[src/rtl/pd_cls_pkg.sv]
package pd_cls_pkg;

  typedef enum logic [2:0] {
    BAND_LOW  = 3'd0,
    BAND_MID  = 3'd1,
    BAND_GAP  = 3'd2,
    BAND_CLS  = 3'd3,
    BAND_HIGH = 3'd4,
    BAND_PWR  = 3'd5
  } band_e;

  typedef enum logic [2:0] {
    RGN_RESET  = 3'd0,
    RGN_DETECT = 3'd1,
    RGN_CLASS  = 3'd2,
    RGN_MARK   = 3'd3,
    RGN_POWER  = 3'd4
  } region_e;

  // Map an unsigned voltage code onto its band.
  function automatic band_e band_of(input int unsigned code,
                                    input int unsigned mark_lo,
                                    input int unsigned mark_hi,
                                    input int unsigned cls_lo,
                                    input int unsigned cls_hi,
                                    input int unsigned pwr_on);
    band_e b;
    if (code >= pwr_on)       b = BAND_PWR;
    else if (code > cls_hi)   b = BAND_HIGH;
    else if (code >= cls_lo)  b = BAND_CLS;
    else if (code > mark_hi)  b = BAND_GAP;
    else if (code >= mark_lo) b = BAND_MID;
    else                      b = BAND_LOW;
    return b;
  endfunction

  // A band lies below the classification band.
  function automatic logic below_class(input band_e b);
    return (b == BAND_LOW) || (b == BAND_MID) || (b == BAND_GAP);
  endfunction

  // Saturating increment of the pair count.
  function automatic int unsigned sat_inc(input int unsigned v, input int unsigned lim);
    return (v >= lim) ? lim : v + 1;
  endfunction

endpackage

[src/rtl/pd_band_filter.sv]
module pd_band_filter
  import pd_cls_pkg::*;
#(
  parameter int VW      = 10,
  parameter int AGREE   = 3,
  parameter int MARK_LO = 54,
  parameter int MARK_HI = 97,
  parameter int CLS_LO  = 130,
  parameter int CLS_HI  = 205,
  parameter int PWR_ON  = 380
) (
  input  logic          clk,
  input  logic          rst_n,
  input  logic          smp_vld,
  input  logic [VW-1:0] smp_code,
  output band_e         cur_band,
  output band_e         new_band,
  output logic          band_chg
);
  localparam int RW = $clog2(AGREE + 1);

  band_e         cand_q, cand_d, settled_q, raw_band;
  logic [RW-1:0] run_q, run_d;

  always_comb begin
    raw_band = band_of(32'(smp_code), MARK_LO, MARK_HI, CLS_LO, CLS_HI, PWR_ON);
    cand_d   = cand_q;
    run_d    = run_q;
    if (smp_vld) begin
      if (raw_band == cand_q) begin
        run_d = (run_q == RW'(AGREE)) ? run_q : run_q + 1'b1;
      end else begin
        cand_d = raw_band;
        run_d  = RW'(1);
      end
    end
  end

  assign band_chg = smp_vld && (run_d == RW'(AGREE)) && (cand_d != settled_q);
  assign new_band = cand_d;
  assign cur_band = settled_q;

  always_ff @(posedge clk or negedge rst_n) begin
    if (!rst_n) begin
      cand_q    <= BAND_LOW;
      run_q     <= RW'(AGREE);
      settled_q <= BAND_LOW;
    end else begin
      cand_q <= cand_d;
      run_q  <= run_d;
      if (band_chg) settled_q <= cand_d;
    end
  end


  filter_hold_chk: assert property (@(posedge clk) disable iff (!rst_n)
    !smp_vld |=> $stable(settled_q));


  filter_run_chk: assert property (@(posedge clk) disable iff (!rst_n)
    (settled_q != $past(settled_q)) |-> ($past(smp_vld) && (cand_q == settled_q)));

endmodule

[src/rtl/pd_region_fsm.sv]
module pd_region_fsm
  import pd_cls_pkg::*;
#(
  parameter int CNT_MAX = 2,
  parameter int CW      = 2
) (
  input  logic          clk,
  input  logic          rst_n,
  input  logic          band_chg,
  input  band_e         new_band,
  input  band_e         cur_band,
  output region_e       region,
  output logic [CW-1:0] pair_cnt,
  output logic          hp_frozen,
  output logic          evt_armed
);
  region_e       rgn_d;
  logic [CW-1:0] cnt_d;
  logic          frz_d, arm_d;
  logic          low_hit;

  assign low_hit = band_chg && (new_band == BAND_LOW);

  always_comb begin
    rgn_d = region;
    cnt_d = pair_cnt;
    frz_d = hp_frozen;
    arm_d = evt_armed;
    if (low_hit) begin
      rgn_d = RGN_RESET;
      cnt_d = '0;
      frz_d = 1'b0;
      arm_d = 1'b0;
    end else if (band_chg && region != RGN_POWER) begin
      unique case (new_band)
        BAND_MID: begin
          if (evt_armed) begin
            cnt_d = CW'(sat_inc(32'(pair_cnt), CNT_MAX));
            arm_d = 1'b0;
            rgn_d = RGN_MARK;
          end else if (region != RGN_MARK) begin
            rgn_d = RGN_DETECT;
          end
        end
        BAND_GAP: rgn_d = RGN_DETECT;
        BAND_CLS: begin
          rgn_d = RGN_CLASS;
          arm_d = below_class(cur_band);
        end
        BAND_HIGH: begin
          rgn_d = RGN_DETECT;
          arm_d = 1'b0;
        end
        BAND_PWR: begin
          rgn_d = RGN_POWER;
          frz_d = (pair_cnt == CW'(CNT_MAX));
          arm_d = 1'b0;
        end
        default: rgn_d = region;
      endcase
    end
  end

  always_ff @(posedge clk or negedge rst_n) begin
    if (!rst_n) begin
      region    <= RGN_RESET;
      pair_cnt  <= '0;
      hp_frozen <= 1'b0;
      evt_armed <= 1'b0;
    end else begin
      region    <= rgn_d;
      pair_cnt  <= cnt_d;
      hp_frozen <= frz_d;
      evt_armed <= arm_d;
    end
  end


  cnt_step_chk: assert property (@(posedge clk) disable iff (!rst_n)
    (pair_cnt != $past(pair_cnt)) |-> ((pair_cnt == $past(pair_cnt) + 1'b1) || (pair_cnt == '0)));


  cnt_sat_chk: assert property (@(posedge clk) disable iff (!rst_n)
    pair_cnt <= CW'(CNT_MAX));


  low_clear_chk: assert property (@(posedge clk) disable iff (!rst_n)
    low_hit |=> (region == RGN_RESET) && (pair_cnt == '0));


  power_hold_chk: assert property (@(posedge clk) disable iff (!rst_n)
    (region == RGN_POWER) && !low_hit |=> (region == RGN_POWER) && $stable(pair_cnt));


  frozen_stable_chk: assert property (@(posedge clk) disable iff (!rst_n)
    (region == RGN_POWER) && ($past(region) == RGN_POWER) |-> $stable(hp_frozen));

endmodule

[src/rtl/pd_class_seq_detect.sv]
module pd_class_seq_detect
  import pd_cls_pkg::*;
#(
  parameter int VW      = 10,
  parameter int AGREE   = 3,
  parameter int MARK_LO = 54,
  parameter int MARK_HI = 97,
  parameter int CLS_LO  = 130,
  parameter int CLS_HI  = 205,
  parameter int PWR_ON  = 380,
  parameter int CNT_MAX = 2,
  localparam int CW     = $clog2(CNT_MAX + 1)
) (
  input  logic          clk,
  input  logic          rst_n,
  input  logic          smp_vld,
  input  logic [VW-1:0] smp_code,
  input  logic          conv_pwr,
  output logic [2:0]    region_o,
  output logic [CW-1:0] mark_cnt_o,
  output logic          src_hp_o,
  output logic          hp_ind_n_o
);
  band_e         cur_band, new_band;
  logic          band_chg;
  region_e       region;
  logic [CW-1:0] pair_cnt;
  logic          hp_frozen, evt_armed;
  logic          in_power;

  pd_band_filter #(
    .VW(VW), .AGREE(AGREE), .MARK_LO(MARK_LO), .MARK_HI(MARK_HI),
    .CLS_LO(CLS_LO), .CLS_HI(CLS_HI), .PWR_ON(PWR_ON)
  ) u_filter (
    .clk(clk), .rst_n(rst_n), .smp_vld(smp_vld), .smp_code(smp_code),
    .cur_band(cur_band), .new_band(new_band), .band_chg(band_chg)
  );

  pd_region_fsm #(.CNT_MAX(CNT_MAX), .CW(CW)) u_fsm (
    .clk(clk), .rst_n(rst_n), .band_chg(band_chg), .new_band(new_band),
    .cur_band(cur_band), .region(region), .pair_cnt(pair_cnt),
    .hp_frozen(hp_frozen), .evt_armed(evt_armed)
  );

  assign in_power   = (region == RGN_POWER);
  assign region_o   = region;
  assign mark_cnt_o = pair_cnt;
  assign src_hp_o   = in_power ? hp_frozen : (pair_cnt == CW'(CNT_MAX));
  assign hp_ind_n_o = !(in_power && hp_frozen && conv_pwr);


  ind_gate_chk: assert property (@(posedge clk) disable iff (!rst_n)
    !hp_ind_n_o |-> (region_o == 3'd4) && conv_pwr && src_hp_o);


  type_freeze_chk: assert property (@(posedge clk) disable iff (!rst_n)
    (region_o == 3'd4) && ($past(region_o) == 3'd4) |-> $stable(src_hp_o));


  armed_only_chk: assert property (@(posedge clk) disable iff (!rst_n)
    (mark_cnt_o != $past(mark_cnt_o)) && (mark_cnt_o != '0) |-> (region_o == 3'd3));

endmodule

[config.mk]
export PLATFORM = sky130hd
export DESIGN_NAME = pd_class_seq_detect
export DESIGN_NICKNAME = d
export VERILOG_FILES = /design/src/rtl/pd_cls_pkg.sv /design/src/rtl/pd_band_filter.sv /design/src/rtl/pd_region_fsm.sv /design/src/rtl/pd_class_seq_detect.sv
export SDC_FILE = /design/constraint.sdc
export NUM_CORES = 1
export LEC_CHECK = 0
export ABC_AREA = 0
export BUFFER_PORTS_ARGS = -buffer_cell sky130_fd_sc_hd__buf_2
export CORE_MARGIN = 2
export CORE_UTILIZATION = 56
export CTS_CLUSTER_DIAMETER = 80
export DETAILED_ROUTE_END_ITERATION = 16
export PLACE_DENSITY = 0.9
export SYNTH_ARGS = -nofsm -noshare
export SYNTH_HDL_FRONTEND = slang
export SYNTH_SLANG_ARGS = --single-unit
[constraint.sdc]
create_clock -name clk -period 2.8 [get_ports clk]
set_input_delay 0.56 -clock clk [delete_from_list [all_inputs] [get_ports clk]]
set_output_delay 0.56 -clock clk [all_outputs]
set_load 0.005 [all_outputs]
Word-level counts from Yosys, hierarchy flattened
Index checks and enable logic that the tools add are counted.
W data, S select, Z words.

storage, ports and cells
  flip-flop bits (word level) = 15
  latch bits = 0
  memory bits (writable) = 0
  memory bits (read-only) = 0
  bits of input ports = 14
  output and inout port bits = 7
  logic and storage cells = 81
  memories kept = 0

operators by class
  $add $sub $neg = 2
  multipliers = 0
  divide/modulo/power cells = 0
  magnitude comparators = 6
  eq/ne operators = 16
  shift-type cells = 0
  muxes and demuxes = 27
  bitwise logic cells = 0
  reductions and logical operators = 23

operators with widths
  kind                   count
  $mux W3                10
  $mux W2                8
  $pmux W3 S4            1
  $ge A10 B6 Y1 const B  1
  $ge A10 B8 Y1 const B  1
  $ge A10 B9 Y1 const B  1
  $gt A10 B7 Y1 const B  1
  $gt A10 B8 Y1 const B  1
  $eq A3 B2 Y1 const B   3
  $eq A3 B3 Y1 const B   3
  $reduce_bool A2 Y1     4
  $mux W1                7
  $eq A2 B2 Y1 const B   3
  $eq A3 B1 Y1 const B   2
  $logic_and A1 B1 Y1    6
  $logic_not A3 Y1       2
  $reduce_and A3 Y1      2
  $reduce_bool A5 Y1     1
  $add A2 B1 Y2 const B  2
  $ne A4 B1 Y1 const B   1
  $reduce_and A2 Y1      2
  $eq A3 B3 Y1           1
  $ne A3 B2 Y1 const B   1
  $ne A3 B3 Y1           1
  other kinds (8)        9

Longest topological paths before layout
  depth after elaboration = 15
  gate-level depth with buffers = 10
  mapped depth without buffers = 8

Modules after synthesis
From an unflattened synthesis, not the netlist that was laid out.

unflattened totals
  cell total of the unflattened synthesis = 143
  area total of the unflattened synthesis = 1286.2 µm²

modules (own cells, without submodules)
  module               times used  cells an instance  area each (µm²)  seq. area each (µm²)
  pd_band_filter       1           85                 725.7            202.7
  pd_region_fsm        1           54                 525.5            175.2
  pd_class_seq_detect  1           4                  35.0             0.0

Least setup slack after synthesis
No wires, ideal clock.

  path type = input port to flip-flop
  start = in smp_code[5]
  end = reg u_fsm.region[0]
  setup time = 125 ps
  arrival = 2541 ps
  required time = 2675 ps
  setup slack = 134 ps
  cell stages on the path = 8
  path buffers = 1
  path through = clkbuf_2 > a311oi_1 > nor4_1 > nor4_1 > o2111ai_1 > or3_1 > or4b_4 > mux2_4

on the way
  longest elaborated chain between the ends = 15
  elaborated cells between the ends (all ways) = 35
  those cells by class = order compare: 5; eq/ne: 9; mux: 12; reduce/logical: 9

RTL lines
  item                                                 line                       RTL
  start, declared                                      pd_class_seq_detect.sv:17  input logic [VW-1:0] smp_code,
  $ge A10 B6 Y1                                        pd_cls_pkg.sv:32           else if (code >= mark_lo) b = BAND_MID;
  $mux W1                                              pd_cls_pkg.sv:32
  $mux W3                                              pd_cls_pkg.sv:31           else if (code > mark_hi) b = BAND_GAP;
  $mux W3                                              pd_cls_pkg.sv:30           else if (code >= cls_lo) b = BAND_CLS;
  $mux W3                                              pd_cls_pkg.sv:29           else if (code > cls_hi) b = BAND_HIGH;
  $mux W3 *                                            pd_cls_pkg.sv:28           if (code >= pwr_on) b = BAND_PWR;
  branches (longest 9 deep; another with $pmux W3 S4)  n/a
  end signal, assigned                                 pd_region_fsm.sv:71        region <= rgn_d;
  end, declared                                        pd_region_fsm.sv:12        output region_e region,

Every way passes the cells marked *. The select of a mux whose other input is x is not followed.
A chain may end at the register's enable or synchronous reset.

Worst setup path after layout
  start = in smp_code[2]
  end = reg u_fsm.region[0]

Same word-level chain as after synthesis.

==> results_dict.tcl <==
set metrics [dict create \
    numCtsBuffers 3 \
    finalCritPeriodShare_pct 95.4 \
    antenna_cells 0 \
    maxSlewViolCount 0 \
    drc_errors 0 \
    p_sw_uw 393 \
    place_hpwl_mm 2.66 \
    wl_mm 3.53 \
    std_cell_rows 17 \
    vias 1373 \
    nFillCells 186 \
    reg2reg_slack_ns 0.29 \
    cts_resized 0 \
    dieArea_sq_mm 0.00273 \
    path_clk_slew_ns 0.10 \
    worstPathRequired_ns 2.98 \
    clock_latency_ns 0.30 \
    post-route-util_pct 70.2 \
    holdWs_ns 0.144 \
    first_pass_iters 5 \
    coreArea_sq_mm 0.00221 \
    area_growth_pct 18.9 \
    wl_per_cell_microns 16.3 \
    grt_pass1_vias 1277 \
    cp-end-kind "flip-flop" \
    yosysTopAreaCell "dfrtp_1" \
    period_minus_slack_ns 2.67 \
    grt_pass1_wl_mm 5.53 \
    ios 21 \
    max_freq_mhz 374 \
    netlist_area_sq_mm 0.00131 \
    path_buf_inv 2 \
    drive_gt1_share_pct 27.5 \
    sequentialPowerShare_pct 37.2 \
    hold_violations 0 \
    gp_congestion 0.923 \
    critPathMostFrequentCell "nor4_1" \
    antenna_found_initial 0 \
    clkPwrFrac_pct 13.5 \
    synth_ff_type "dfrtp_1" \
    path_cells "buf_2 > a311oi_1 > buf_4 > nor4_1 > nor4_1 > o2111ai_1 > or3_1 > or4b_4 > mux2_4" \
    cts_tree "built" \
    worstPathMaxFanout 6 \
    avgSynthCellArea_sq_um 8.32 \
    maxCapViolCount 0 \
    cts_sinks 15 \
    ys_ff_latch 15 \
    synth.most_common_cell "nand2_1" \
    grt_max_degree 21 \
    start_util_pct 59.0 \
    syn-num-nets 171 \
    ys_types 53 \
    multi_input_area_sq_um 856 \
    hold_buffers 0 \
    arrival_ns 2.85 \
    clock_path_buffers 2 \
    drtAntennaViolNets 0 \
    fp.dieW_microns 52.3 \
    yosysSeqAreaShare_pct 28.9 \
    synth_warnings 0 \
    finalSetupViolCount 0 \
    avgViaCountPerCell 6.33 \
    cts_root_buf "clkbuf_4" \
    synth_common_cells "nand2_1 (14), dfrtp_1 (13), nor2_1 (12), inv_1 (11), a21oi_1 (9)" \
    layout.cells.non_filler 217 \
    hp-class "primary input to async pin" \
    cp.depth 9 \
    power.share.switching_pct 41.1 \
    seq_area_sq_um 378 \
    nets 204 \
    tightestPinTransition_ns 0.754 \
    syn_inst 157 \
    fin_skew_ns 0.00835 \
    drt_iter0_markers 44 \
    portBuffers 19 \
    ir_drop_v 0.000529 \
    grt.overflow.total 0 \
    relSlewSlack_pct 49.6 \
    gr-usage-all-layers_pct 27.2 \
    p_int_uw 562 \
    start_kind "primary input" \
    grt_setup_unrepaired "no" \
    cpPeakStageDelay_ns 0.44 \
    cts.htree.levels 1 \
    slowest_stage "a311oi_1" \
    async_flop_share_pct 100 \
    critPathKind "primary input to flip-flop" \
    p_comb_share_pct 49.3 \
    synth_edf_count 0 \
    cp_top_family "simple AND/OR/NAND/NOR gates" \
    reg2regPathDepth 8 \
    power_density_mw_per_mm2 615 \
    post-cts-setup-buffer-count 0 \
    status "finished clean" \
    dp_cells 213 \
    yosysTopAreaCellShare_pct 24.9 \
    dieHeight_microns 52.3 \
    yosys-top-cells-area "dfrtp_1 (25%), mux2i_1 (4.6%), dfstp_2 (4.0%), nand2_1 (4.0%), a21oi_1 (3.4%)" \
    p_leak_uw 0.000682 \
]
==> sequential cells by signal, indices dropped and copies added (netlist names) <==
name               count
u_fsm.pair_cnt         2
u_filter.run_q         2
u_fsm.evt_armed        1
u_fsm.region           3
u_filter.cand_q        3
u_filter.cur_band      3
u_fsm.hp_frozen        1
==> metrics by stage <==
step	setup WS, ns	instance area, sq um	TNS, ns	total power, uW
floorplan	0.134	1310	0	632
global placement	-0.0693	1530	-0.180	792
detailed placement	-0.164	1530	-0.690	819
CTS	0.129	1550	0	950
global route	0.00173	1550	0	1020
finish	0.129	1550	0	954
==> layout by cell type, fill, tap and decap left out, types with 5 or more instances in the layout <==
cell       n
buf_2     19
buf_4     16
nand2_1   14
dfrtp_1   13
nor2_1    12
inv_1     11
a21oi_1    9
nor3_1     7
mux2i_1    6
o211ai_1   5
==> area by class of cell <==
type | instances | area share (%)
timing repair buffer | 35 | 13.9
tap | 28 | 2.26
clock buffer | 3 | 1.45
multi-input combinational | 124 | 55.1
inverter | 11 | 2.66
clock inverter | 1 | 0.322
sequential | 15 | 24.3
==> metal layers <==
| metal | track usage [%] | share of wire (%) |
|---|---|---|
| met4 | 14.5 | 2.7 |
| met2 | 48.5 | 51 |
| met1 | 32.5 | 42 |
| met5 | 0 | 0 |
| met3 | 1.14 | 3.9 |
==> power groups by stage <==
stage / logic (uW) / clock network (uW) / registers, uW
floorplan: 289 / 0 / 343
global placement: 440 / 0 / 352
detailed placement: 460 / 0 / 359
CTS: 466 / 130 / 355
global route: 516 / 141 / 365
finish: 471 / 129 / 355
==> cell families (layout without fill, tap and decap cells) <==
kind of cell / count (synthesis) / count (layout) / synth area share, %
compound gates: 48 / 48 / 27.4
xor+xnor: 2 / 2 / 1.34
buf+inv: 18 / 50 / 5.55
flops: 15 / 15 / 28.9
mux: 10 / 10 / 8.62
simple gates: 64 / 64 / 28.2
==> final timing paths <==
check                                   start                    to
max in group asynchronous               rst_n     u_filter.run_q[0]
max                               smp_code[2]       u_fsm.region[0]
min reg2reg                 u_filter.run_q[0]     u_filter.run_q[0]
min                                     rst_n  u_filter.cur_band[2]
max reg2reg                u_filter.cand_q[1]     u_fsm.pair_cnt[0]
min in group clk            u_filter.run_q[0]     u_filter.run_q[0]
Power figures use the tool's default switching activity.
